### src/rtl/stat_wb_pkg.sv
package stat_wb_pkg;
  localparam int REG_W  = 32;
  localparam int CNT_W  = 32;
  localparam int NUM_CNT = 4;
  localparam int NUM_EV = 4;

  // counter slots inside the counter bank
  localparam int C_USED = 0;
  localparam int C_LIM  = 1;
  localparam int C_DONE = 2;
  localparam int C_PKT  = 3;

  // event slots used for trigger selection
  localparam int EV_CREDIT = 0;
  localparam int EV_DESC   = 1;
  localparam int EV_PKT    = 2;
  localparam int EV_MD     = 3;

  typedef enum logic [3:0] {
    RA_CFG       = 4'd0,
    RA_TMO       = 4'd1,
    RA_ADDR_LO   = 4'd4,
    RA_ADDR_HI   = 4'd5,
    RA_ERR       = 4'd6,
    RA_CRED_USED = 4'd8,
    RA_CRED_LIM  = 4'd9,
    RA_DESC_DONE = 4'd10,
    RA_PKTS      = 4'd11
  } reg_addr_e;
endpackage

### src/rtl/wbc_cfg_regs.sv
module wbc_cfg_regs
  import stat_wb_pkg::*;
#(
  parameter int ADDR_W = 64,
  parameter int THR_W  = 6,
  parameter int TICK_W = 4,
  parameter int TO_W   = 4
) (
  input  logic                     clk,
  input  logic                     rst_n,
  input  logic                     wr_en,
  input  logic [3:0]               wr_addr,
  input  logic [REG_W-1:0]         wr_data,
  input  logic                     err_set,
  output logic [8+THR_W-1:0]       cfg_q,
  output logic [TICK_W+TO_W-1:0]   tmo_q,
  output logic [NUM_EV-1:0]        imm_en,
  output logic [NUM_EV-1:0]        coal_en,
  output logic [THR_W-1:0]         thr,
  output logic [TICK_W-1:0]        tick,
  output logic [TO_W-1:0]          tmo_cnt,
  output logic [ADDR_W-1:0]        base_addr,
  output logic                     err_q
);
  localparam int CFG_W = 8 + THR_W;
  localparam int TMO_W = TICK_W + TO_W;
  localparam int HI_W  = ADDR_W - 32;

  logic [31:6]     lo_q;
  logic [HI_W-1:0] hi_q;

  always_ff @(posedge clk) begin
    if (!rst_n) begin
      cfg_q <= '0;
      tmo_q <= '0;
      lo_q  <= '0;
      hi_q  <= '0;
      err_q <= 1'b0;
    end else begin
      if (wr_en && wr_addr == RA_CFG)     cfg_q <= wr_data[CFG_W-1:0];
      if (wr_en && wr_addr == RA_TMO)     tmo_q <= wr_data[TMO_W-1:0];
      if (wr_en && wr_addr == RA_ADDR_LO) lo_q  <= wr_data[31:6];
      if (wr_en && wr_addr == RA_ADDR_HI) hi_q  <= wr_data[HI_W-1:0];
      if (err_set)
        err_q <= 1'b1;
      else if (wr_en && wr_addr == RA_ERR && wr_data[0])
        err_q <= 1'b0;
    end
  end

  // immediate enables: bit0 desc, bit1 pkt, bit2 credit, bit3 metadata
  assign imm_en[EV_DESC]   = cfg_q[0];
  assign imm_en[EV_PKT]    = cfg_q[1];
  assign imm_en[EV_CREDIT] = cfg_q[2];
  assign imm_en[EV_MD]     = cfg_q[3];
  // coalesced enables: bit4 credit, bit5 desc, bit6 pkt, bit7 metadata
  assign coal_en[EV_CREDIT] = cfg_q[4];
  assign coal_en[EV_DESC]   = cfg_q[5];
  assign coal_en[EV_PKT]    = cfg_q[6];
  assign coal_en[EV_MD]     = cfg_q[7];

  assign thr       = cfg_q[CFG_W-1:8];
  assign tick      = tmo_q[TICK_W-1:0];
  assign tmo_cnt   = tmo_q[TMO_W-1:TICK_W];
  assign base_addr = {hi_q, lo_q, 6'b0};
endmodule

### src/rtl/wbc_counters.sv
module wbc_counters
  import stat_wb_pkg::*;
#(
  parameter int RAM_DEPTH = 64
) (
  input  logic             clk,
  input  logic             rst_n,
  input  logic [NUM_CNT-1:0] inc,
  input  logic [NUM_CNT-1:0] wr_sel,
  input  logic             wr_zero,
  output logic [CNT_W-1:0] cnt_q [NUM_CNT],
  output logic [CNT_W-1:0] cnt_d [NUM_CNT]
);
  for (genvar g = 0; g < NUM_CNT; g++) begin : g_cnt
    localparam logic [CNT_W-1:0] CLR_VAL =
      (g == C_LIM) ? CNT_W'(RAM_DEPTH) : '0;

    always_comb begin
      if (wr_sel[g] && wr_zero)
        cnt_d[g] = CLR_VAL;
      else
        cnt_d[g] = cnt_q[g] + CNT_W'(inc[g]);
    end

    always_ff @(posedge clk) begin
      if (!rst_n) cnt_q[g] <= CLR_VAL;
      else        cnt_q[g] <= cnt_d[g];
    end
  end
endmodule

### src/rtl/wbc_coalesce.sv
module wbc_coalesce
  import stat_wb_pkg::*;
#(
  parameter int THR_W  = 6,
  parameter int TICK_W = 4,
  parameter int TO_W   = 4
) (
  input  logic              clk,
  input  logic              rst_n,
  input  logic [NUM_EV-1:0] hit,
  input  logic [THR_W-1:0]  thr,
  input  logic [TICK_W-1:0] tick,
  input  logic [TO_W-1:0]   tmo_cnt,
  input  logic              flush,
  output logic              fire,
  output logic [THR_W-1:0]  cnt_q
);
  localparam int HIT_W = $clog2(NUM_EV + 1);

  logic [HIT_W-1:0]  hits;
  logic [THR_W:0]    sum;
  logic [TICK_W-1:0] pre_q;
  logic [TO_W-1:0]   tk_q;
  logic              pending, expire, over;

  assign hits    = HIT_W'($countones(hit));
  assign sum     = {1'b0, cnt_q} + (THR_W+1)'(hits);
  assign over    = (hits != '0) && (sum > {1'b0, thr});
  assign pending = (cnt_q != '0);
  assign expire  = pending && (pre_q == tick) && (tk_q == tmo_cnt);
  assign fire    = over || expire;

  always_ff @(posedge clk) begin
    if (!rst_n || flush) begin
      cnt_q <= '0;
      pre_q <= '0;
      tk_q  <= '0;
    end else begin
      cnt_q <= sum[THR_W-1:0];
      if (!pending) begin
        pre_q <= '0;
        tk_q  <= '0;
      end else if (pre_q == tick) begin
        pre_q <= '0;
        tk_q  <= tk_q + 1'b1;
      end else begin
        pre_q <= pre_q + 1'b1;
      end
    end
  end
endmodule

### src/rtl/wbc_req.sv
module wbc_req #(
  parameter int DW = 128,
  parameter int AW = 64
) (
  input  logic          clk,
  input  logic          rst_n,
  input  logic          trig,
  input  logic [DW-1:0] snap,
  input  logic [AW-1:0] addr_in,
  input  logic          ready,
  output logic          valid,
  output logic [DW-1:0] data,
  output logic [AW-1:0] addr
);
  logic defer_q;
  logic load;

  assign load = trig || defer_q;

  always_ff @(posedge clk) begin
    if (!rst_n) begin
      valid   <= 1'b0;
      defer_q <= 1'b0;
      data    <= '0;
      addr    <= '0;
    end else if (!valid || ready) begin
      valid   <= load;
      defer_q <= 1'b0;
      if (load) begin
        data <= snap;
        addr <= addr_in;
      end
    end else if (trig) begin
      defer_q <= 1'b1;
    end
  end
endmodule

### src/rtl/stat_wb_ctrl.sv
module stat_wb_ctrl
  import stat_wb_pkg::*;
#(
  parameter int RAM_DEPTH = 64,
  parameter int ADDR_W    = 64,
  parameter int THR_W     = 6,
  parameter int TICK_W    = 4,
  parameter int TO_W      = 4
) (
  input  logic                     clk,
  input  logic                     rst_n,
  input  logic                     reg_wr_en,
  input  logic [3:0]               reg_addr,
  input  logic [REG_W-1:0]         reg_wdata,
  output logic [REG_W-1:0]         reg_rdata,
  input  logic                     ev_credit_used,
  input  logic                     ev_credit_add,
  input  logic                     ev_desc_done,
  input  logic                     ev_md_ptr,
  input  logic                     tx_valid,
  input  logic                     tx_ready,
  input  logic                     tx_last,
  output logic                     wb_valid,
  input  logic                     wb_ready,
  output logic [ADDR_W-1:0]        wb_addr,
  output logic [NUM_CNT*CNT_W-1:0] wb_data,
  input  logic                     wb_err
);
  localparam int DW = NUM_CNT * CNT_W;

  logic [8+THR_W-1:0]     cfg_q;
  logic [TICK_W+TO_W-1:0] tmo_q;
  logic [NUM_EV-1:0]      imm_en, coal_en, ev;
  logic [THR_W-1:0]       thr, coal_cnt;
  logic [TICK_W-1:0]      tick;
  logic [TO_W-1:0]        tmo_cnt;
  logic [ADDR_W-1:0]      base_addr;
  logic                   err_q, eop_xfer, coal_fire, imm_fire, trig;
  logic [NUM_CNT-1:0]     inc, wr_sel;
  logic [CNT_W-1:0]       cnt_q [NUM_CNT];
  logic [CNT_W-1:0]       cnt_d [NUM_CNT];
  logic [DW-1:0]          snap;
  logic [CNT_W-1:0]       pkt_cnt;

  assign eop_xfer = tx_valid && tx_ready && tx_last;

  assign ev[EV_CREDIT] = ev_credit_used;
  assign ev[EV_DESC]   = ev_desc_done;
  assign ev[EV_PKT]    = eop_xfer;
  assign ev[EV_MD]     = ev_md_ptr;

  assign inc[C_USED] = ev_credit_used;
  assign inc[C_LIM]  = ev_credit_add;
  assign inc[C_DONE] = ev_desc_done;
  assign inc[C_PKT]  = eop_xfer;

  assign wr_sel[C_USED] = reg_wr_en && reg_addr == RA_CRED_USED;
  assign wr_sel[C_LIM]  = reg_wr_en && reg_addr == RA_CRED_LIM;
  assign wr_sel[C_DONE] = reg_wr_en && reg_addr == RA_DESC_DONE;
  assign wr_sel[C_PKT]  = reg_wr_en && reg_addr == RA_PKTS;

  wbc_cfg_regs #(
    .ADDR_W(ADDR_W), .THR_W(THR_W), .TICK_W(TICK_W), .TO_W(TO_W)
  ) u_cfg (
    .clk(clk), .rst_n(rst_n), .wr_en(reg_wr_en), .wr_addr(reg_addr),
    .wr_data(reg_wdata), .err_set(wb_err), .cfg_q(cfg_q), .tmo_q(tmo_q),
    .imm_en(imm_en), .coal_en(coal_en), .thr(thr), .tick(tick),
    .tmo_cnt(tmo_cnt), .base_addr(base_addr), .err_q(err_q)
  );

  wbc_counters #(.RAM_DEPTH(RAM_DEPTH)) u_cnt (
    .clk(clk), .rst_n(rst_n), .inc(inc), .wr_sel(wr_sel),
    .wr_zero(reg_wdata == '0), .cnt_q(cnt_q), .cnt_d(cnt_d)
  );

  assign imm_fire = |(ev & imm_en);
  assign trig     = imm_fire || coal_fire;

  wbc_coalesce #(.THR_W(THR_W), .TICK_W(TICK_W), .TO_W(TO_W)) u_coal (
    .clk(clk), .rst_n(rst_n), .hit(ev & coal_en), .thr(thr), .tick(tick),
    .tmo_cnt(tmo_cnt), .flush(trig), .fire(coal_fire), .cnt_q(coal_cnt)
  );

  assign snap    = {cnt_d[C_PKT], cnt_d[C_DONE], cnt_d[C_LIM], cnt_d[C_USED]};
  assign pkt_cnt = cnt_q[C_PKT];

  wbc_req #(.DW(DW), .AW(ADDR_W)) u_req (
    .clk(clk), .rst_n(rst_n), .trig(trig), .snap(snap), .addr_in(base_addr),
    .ready(wb_ready), .valid(wb_valid), .data(wb_data), .addr(wb_addr)
  );

  always_comb begin
    case (reg_addr)
      RA_CFG:       reg_rdata = REG_W'(cfg_q);
      RA_TMO:       reg_rdata = REG_W'(tmo_q);
      RA_ADDR_LO:   reg_rdata = base_addr[31:0];
      RA_ADDR_HI:   reg_rdata = base_addr[ADDR_W-1:32];
      RA_ERR:       reg_rdata = REG_W'(err_q);
      RA_CRED_USED: reg_rdata = cnt_q[C_USED];
      RA_CRED_LIM:  reg_rdata = cnt_q[C_LIM];
      RA_DESC_DONE: reg_rdata = cnt_q[C_DONE];
      RA_PKTS:      reg_rdata = cnt_q[C_PKT];
      default:      reg_rdata = '0;
    endcase
  end
endmodule

### config.mk
export PLATFORM = sky130hd
export DESIGN_NAME = stat_wb_ctrl
export DESIGN_NICKNAME = d
export VERILOG_FILES = /design/src/rtl/stat_wb_pkg.sv /design/src/rtl/wbc_cfg_regs.sv /design/src/rtl/wbc_counters.sv /design/src/rtl/wbc_coalesce.sv /design/src/rtl/wbc_req.sv /design/src/rtl/stat_wb_ctrl.sv
export SDC_FILE = /design/constraint.sdc
export NUM_CORES = 1
export LEC_CHECK = 0
export ABC_AREA = 1
export BUFFER_PORTS_ARGS = -buffer_cell sky130_fd_sc_hd__buf_4
export CORE_MARGIN = 2
export CORE_UTILIZATION = 45
export DETAILED_ROUTE_END_ITERATION = 8
export GPL_TIMING_DRIVEN = 1
export HOLD_SLACK_MARGIN = 0.03
export SETUP_SLACK_MARGIN = 0.15
export SLEW_MARGIN = 5
export SYNTH_ARGS = -nofsm -noshare
export SYNTH_HDL_FRONTEND = slang
export SYNTH_HIERARCHICAL = 1
export SYNTH_SLANG_ARGS = --single-unit
### constraint.sdc
create_clock -name clk -period 5.44 [get_ports clk]
set_input_delay 1.088 -clock clk [delete_from_list [all_inputs] [get_ports clk]]
set_output_delay 1.088 -clock clk [all_outputs]
set_load 0.05 [all_outputs]
After elaboration in Yosys (flattened, before gate mapping)

Index checks and enable logic that the tools add are counted.

Register bits: 411
Input port bits: 48
Word-level logic and storage cells: 84

Add/sub/neg operators: 10
$lt $le $gt $ge: 1
Eq/ne operators: 10
Muxes and demuxes: 7
Bitwise logic cells: 4
Reductions and logical operators: 36

Operators by type and width:

| kind                | number |
|---|---|
| $pmux 32 s9         | 1 |
| $add 32x1->32       | 4 |
| $mux 32             | 4 |
| $logic_not 32->1    | 1 |
| $logic_and 1x1->1   | 19 |
| $eq 4x4->1 const B  | 4 |
| $eq 4x3->1 const B  | 3 |
| $add 4x1->4 const B | 2 |
| $and 4x4->4         | 2 |
| $eq 4x4->1          | 2 |
| $add 6x3->7         | 1 |
| $gt 7x6->1          | 1 |
| $reduce_bool 6->1   | 1 |
| $logic_or 1x1->1    | 5 |
| $add 1x1->2         | 2 |
| $eq 4x1->1 const B  | 1 |
| $logic_not 4->1     | 1 |
| $reduce_or 2->1     | 2 |
| $reduce_or 4->1     | 1 |
| $add 3x3->3         | 1 |
| $reduce_bool 3->1   | 1 |
| $reduce_or 3->1     | 1 |
| $logic_not 1->1     | 2 |
| $mux 1              | 2 |
| other kinds (3)     | 4 |

Longest topological paths before layout

Word-level depth: 12
Mapped depth: 30
Gate-level depth less buffers: 27

Modules after synthesis

The synthesis kept the hierarchy.

Modules (own cells, without submodules):

| module       | instances | cells each | area each (µm²) | sequential area each (µm²) |
|---|---|---|---|---|
| wbc_req      | 1         | 1269       | 8737.1          | 3883.7 |
| wbc_counters | 1         | 1357       | 7951.4          | 2562.5 |
| wbc_cfg_regs | 1         | 461        | 3387.0          | 1621.6 |
| stat_wb_ctrl | 1         | 517        | 2025.7          | 0.0 |
| wbc_coalesce | 1         | 145        | 1032.2          | 280.3 |

Worst setup path before layout

OpenSTA, ideal clock, no wires.

Kind: input to register
From: input port ev_credit_used
To: register u_req.addr[35]
Setup time: 0.117 ns
Arrival time: 4.495 ns
Required time: 5.323 ns
Setup slack: 0.829 ns
Cell stages on the path: 28
Path buffers: 2
Cells stage by stage: nand2_1 > inv_1 > fa_1 > ha_1 > ha_1 > inv_1 > fa_1 > inv_1 > nand3_1 > nand2_1 > xor2_1 > ha_1 > nand2_1 > nand2_1 > nand4_1 > nand2_1 > inv_1 > nand2_1 > nand3_1 > nand2_1 > a21oi_1 > nand4_1 > inv_1 > nand2_2 > buf_4 > buf_2 > a21oi_1 > nor2_1

Longest elaborated chain between the ends: 10
Elaborated cells between the ends (all ways): 13
Those cells by class: add/sub: 3; order compare: 1; bitwise: 2; reduce/logical: 7

Ends and longest elaborated chain:

| element                           | RTL line           | source |
|---|---|---|
| start, declared                   | stat_wb_ctrl.sv:16 | `input logic ev_credit_used,` |
| $and 4x4->4                       | stat_wb_ctrl.sv:80 | `.clk(clk), .rst_n(rst_n), .hit(ev & coal_en), .thr(thr), .tick(tick),` |
| $add 1x1->2 (implied by the code) | wbc_coalesce.sv:26 | `assign hits = HIT_W'($countones(hit));` |
| $add 3x3->3 (implied by the code) | wbc_coalesce.sv:26 |  |
| $add 6x3->7                       | wbc_coalesce.sv:27 | `assign sum = {1'b0, cnt_q} + (THR_W+1)'(hits);` |
| via u_coal.sum[4]                 | wbc_coalesce.sv:21 | `logic [THR_W:0] sum;` |
| $gt 7x6->1                        | wbc_coalesce.sv:28 | `assign over = (hits != '0) && (sum > {1'b0, thr});` |
| $logic_and 1x1->1                 | wbc_coalesce.sv:28 |  |
| $logic_or 1x1->1                  | wbc_coalesce.sv:31 | `assign fire = over \|\| expire;` |
| via coal_fire                     | stat_wb_ctrl.sv:38 | `logic err_q, eop_xfer, coal_fire, imm_fire, trig;` |
| $logic_or 1x1->1                  | stat_wb_ctrl.sv:77 | `assign trig = imm_fire \|\| coal_fire;` |
| via trig                          | stat_wb_ctrl.sv:38 |  |
| $logic_or 1x1->1                  | wbc_req.sv:18      | `assign load = trig \|\| defer_q;` |
| $reduce_and 2->1 (no source line) | -                  |  |
| end signal, assigned              | wbc_req.sv:31      | `addr <= addr_in;` |
| end, declared                     | wbc_req.sv:13      | `output logic [AW-1:0] addr` |

The timed path passes the listed nets, and every way through them passes these cells.
A chain may end at the register's enable or synchronous reset.

Final worst setup path

From: input port ev_credit_used
To: register u_req.data[88]

Longest elaborated chain between the ends: 10
Elaborated cells between the ends (all ways): 13
Those cells by class: add/sub: 3; order compare: 1; bitwise: 2; reduce/logical: 7

Ends and longest elaborated chain:

| element                           | RTL line           | source |
|---|---|---|
| $and 4x4->4                       | stat_wb_ctrl.sv:80 |  |
| $add 1x1->2 (implied by the code) | wbc_coalesce.sv:26 |  |
| $add 3x3->3 (implied by the code) | wbc_coalesce.sv:26 |  |
| $add 6x3->7                       | wbc_coalesce.sv:27 |  |
| via u_coal.sum[4]                 | wbc_coalesce.sv:21 |  |
| $gt 7x6->1                        | wbc_coalesce.sv:28 |  |
| $logic_and 1x1->1                 | wbc_coalesce.sv:28 |  |
| $logic_or 1x1->1                  | wbc_coalesce.sv:31 |  |
| via coal_fire                     | stat_wb_ctrl.sv:38 |  |
| $logic_or 1x1->1                  | stat_wb_ctrl.sv:77 |  |
| via trig                          | stat_wb_ctrl.sv:38 |  |
| $logic_or 1x1->1                  | wbc_req.sv:18      |  |
| $reduce_and 2->1 (no source line) | -                  |  |
| end signal, assigned              | wbc_req.sv:30      | `data <= snap;` |
| end, declared                     | wbc_req.sv:12      | `output logic [DW-1:0] data,` |

The timed path passes the listed nets, and every way through them passes these cells.

==> results.yml <==
global_routing:
  antenna_found_initial: 0
  grt_pass1_vias: 21000
  grt_max_degree: 137
  grtUsageTotal_pct: 27.9
  grt_pass1_wl_um: 117000
  gr-total-overflow: 0
pwr:
  power.leakage_nw: 12.3
  peakVddDrop_mv: 0.377
  total_power_mw: 7.55
  power.density_mw_per_mm2: 282
synthesis:
  ys_warn_count: 6
  yosys.area.top_type: "dfxtp_1"
  synth_top_cell_area_share_pct: 36.1
  synth.avg_cell_area_um2: 6.17
  synth-seq-area-share_pct: 36.1
  synthCells: 3749
  synthDistinctLibCells: 40
  syn_area_mm2: 0.0231
  ys_seq_elements: 417
  synth_top_cells_by_area: "dfxtp_1 (36%), nand2_1 (16%), nor2_1 (12%)"
clocking:
  clock_latency_ns: 0.59
  holdBufCountCts: 0
  clock-sinks: 417
  cts_tree: "built"
  cts_buffers: 48
  post_cts_buffers: 0
  root_buffer: "clkbuf_16"
  path_clk_slew_ns: 0.06
  cts_resized: 0
  cts.path.max_buffers: 3
  cts_max_level: 2
critical_path:
  crit_type: "input port to flop"
  critical_path_buf_inv_count: 7
  cp_slowest_cell: "fa_1"
  crit_top_cell: "nand2_1"
  cp_slowest_stage_delay_ns: 0.48
  worstPathRequired_ns: 5.96
  crit_arrival_ns: 5.24
  path_max_fanout: 85
  critical_path.top_delay_family: "adder cells"
  end_kind: "flop"
  worst_setup_path_start_kind: "input port"
routing:
  vias: 23100
  drcViolationCount: 0
  post_drt_wl_per_cell_um: 16.4
  dr.pass1.iters: 5
  antenna_left: 0
  drt_iter0_markers: 1899
  finalWirelength_um: 75800
  via_per_inst: 5.00
run:
  max_cap_viol_count: 0
floorplanning:
  die_h_um: 231
  rows: 83
  fp.coreArea_mm2: 0.0511
  die_w_um: 231
  io_pins: 273
  start_util_pct: 45.3
  die_area_mm2: 0.0532
place:
  gp_congestion: 0.938
  dp.cells: 4540
  dp.final_hpwl_um: 56200
  port_buffers: 272
sta:
  finalSetupTns_ns: 0
  max_freq_mhz: 212
  final.min_clock_period_ns: 4.72
  finalMaxSlewViolations: 0
  tightest_slew_ns: 0.907
  final-hold-violation-count: 0
  slew_headroom_pct: 39.4
  fin_skew_ns: 0.0250
  rsz0062_at_grt: "no"
  setup_violations: 0
  post-route-period-util_pct: 86.8
finish:
  areaGrowthSynthToFinish_pct: 15.7
  stdcell_count: 4628
  diodes: 0
  drive_gt1_share_pct: 12.3
  nets: 3981
worst_hold_path:
  hp-class: "flop to flop"
outcome:
  status: "finished, final reports clean"
[state kept, by name (all words and copies together), names as in the netlist, 4 cells and up]
| name | flops |
|---|---|
| u_cnt/cnt_q | 128 |
| u_cfg/cfg_q | 14 |
| u_coal/tk_q | 4 |
| u_coal/cnt_q | 6 |
| u_req/addr | 64 |
| u_req/data | 128 |
| u_cfg/lo_q | 26 |
| u_coal/pre_q | 4 |
| u_cfg/tmo_q | 8 |
| u_cfg/hi_q | 32 |
[placed cells by master, fill, tap and decap left out, types with 4 or more instances in the layout]
cell type and count:
nand2_1 998, nor2_1 729, inv_1 521, dfxtp_1 417
nand3_1 357, buf_4 303, a21oi_1 225, nor3_1 59
clkbuf_16 49, o21ai_0 47, nor4_1 28, nor2_2 22
nand4_1 22, nor2_4 22, ha_1 21, or2_2 13
clkbuf_8 11, nand2_2 11, clkinv_2 10, xor2_1 10
clkinvlp_4 7, clkbuf_1 7, conb_1 6, nand2_4 6
nand3_2 6, bufinv_16 5, buf_12 5, inv_2 4
xnor2_1 4
[synthesized netlist by cell type]
library cell and number:
nand2_1 998, nor2_1 733, inv_1 521, dfxtp_1 417, nand3_1 357, a21oi_1 225, buf_2 77, buf_4 63
nor3_1 59, o21ai_0 47, clkbuf_1 29, buf_6 28, nor4_1 28, nand4_1 22, nor2_4 22, ha_1 21
nor2_2 18, or2_2 13, nand2_2 12, xor2_1 10, nand2_4 7, nand3_2 6, inv_2 5, buf_1 4
xnor2_1 4, clkinv_1 3, nand3b_1 3, clkbuf_2 2, fa_1 2, nor2_8 2, nor3b_1 2, a21oi_2 1
and2_1 1, clkinv_2 1, conb_1 1, inv_4 1, nand3_4 1, nand3b_4 1, or2_0 1, or3_1 1
[metal layers]
layer | wire length (µm) | track usage, % | vias up | share of wire [%]
li1 | - | - | 11800 | -
met4 | 2040 | 8.10 | 0 | 2.7
met2 | 33200 | 43.1 | 714 | 44
met1 | 35200 | 39.4 | 10500 | 46
met3 | 5400 | 5.15 | 107 | 7.1
met5 | 0 | 0 | - | 0
[area by class of cell]
class                           count  area, µm²
Clock buffer                       66       1390
Clock inverter                     22        260
Fill cell                        5509      24300
Inverter                          531       2000
Multi-Input combinational cell   2603      11500
Sequential cell                   417       8350
Tap cell                          680        851
Timing Repair Buffer              309       2390
[path summary, 6_finish.rpt]
path	cells past startpoint	start	slack, ns	end
setup / recovery	29	ev_credit_used	0.72	u_req/data[88]
hold / removal	2	u_req/addr[4]	0.48	u_req/addr[4]
setup reg to reg	28	u_cfg/cfg_q[7]	0.94	u_req/data[88]
hold reg to reg	2	u_req/addr[4]	0.48	u_req/addr[4]
[cells by family after synthesis]
| kind of cell | share of synthesized area [%] |
|---|---|
| adders and majority gates | 1.31 |
| AOI/OAI and AO/OA | 5.92 |
| other | 0.0162 |
| and+or+nand+nor | 41.9 |
| xor gates and xnor gates | 0.530 |
| buffers and inverters | 14.3 |
| DFF | 36.1 |
[stage by stage]
stage | hold slack [ns] | area [µm²] | setup slack [ns] | util (%)
after floorplan | 0.437 | 23200 | 0.829 | -
after global placement | 0.458 | 25100 | 0.235 | 49.2
after detailed placement | 0.465 | 25100 | 0.148 | 49.2
after CTS | 0.481 | 26800 | 0.761 | 52.4
after global routing | 0.502 | 26800 | 0.278 | 52.4
final | 0.482 | 26800 | 0.718 | 52.4
[worst reg2reg max path: cells and delay by family (launching register included)]
| family | cells | cell delay (ns) |
|---|---|---|
| xor gates and xnor gates | 1 | 0.21 |
| and+or+nand+nor | 15 | 1.33 |
| DFF | 1 | 0.44 |
| adders and majority gates | 5 | 1.61 |
| AOI/OAI and AO/OA | 1 | 0.11 |
| buffers and inverters | 6 | 0.71 |
[power by group]
group | total, mW | internal [mW] | switching, mW
combinational | 0.928 | 0.276 | 0.652
sequential | 3.23 | 3.15 | 0.0738
clock | 3.40 | 2.03 | 1.37
No activity file was read; power rests on OpenSTA's default activity.
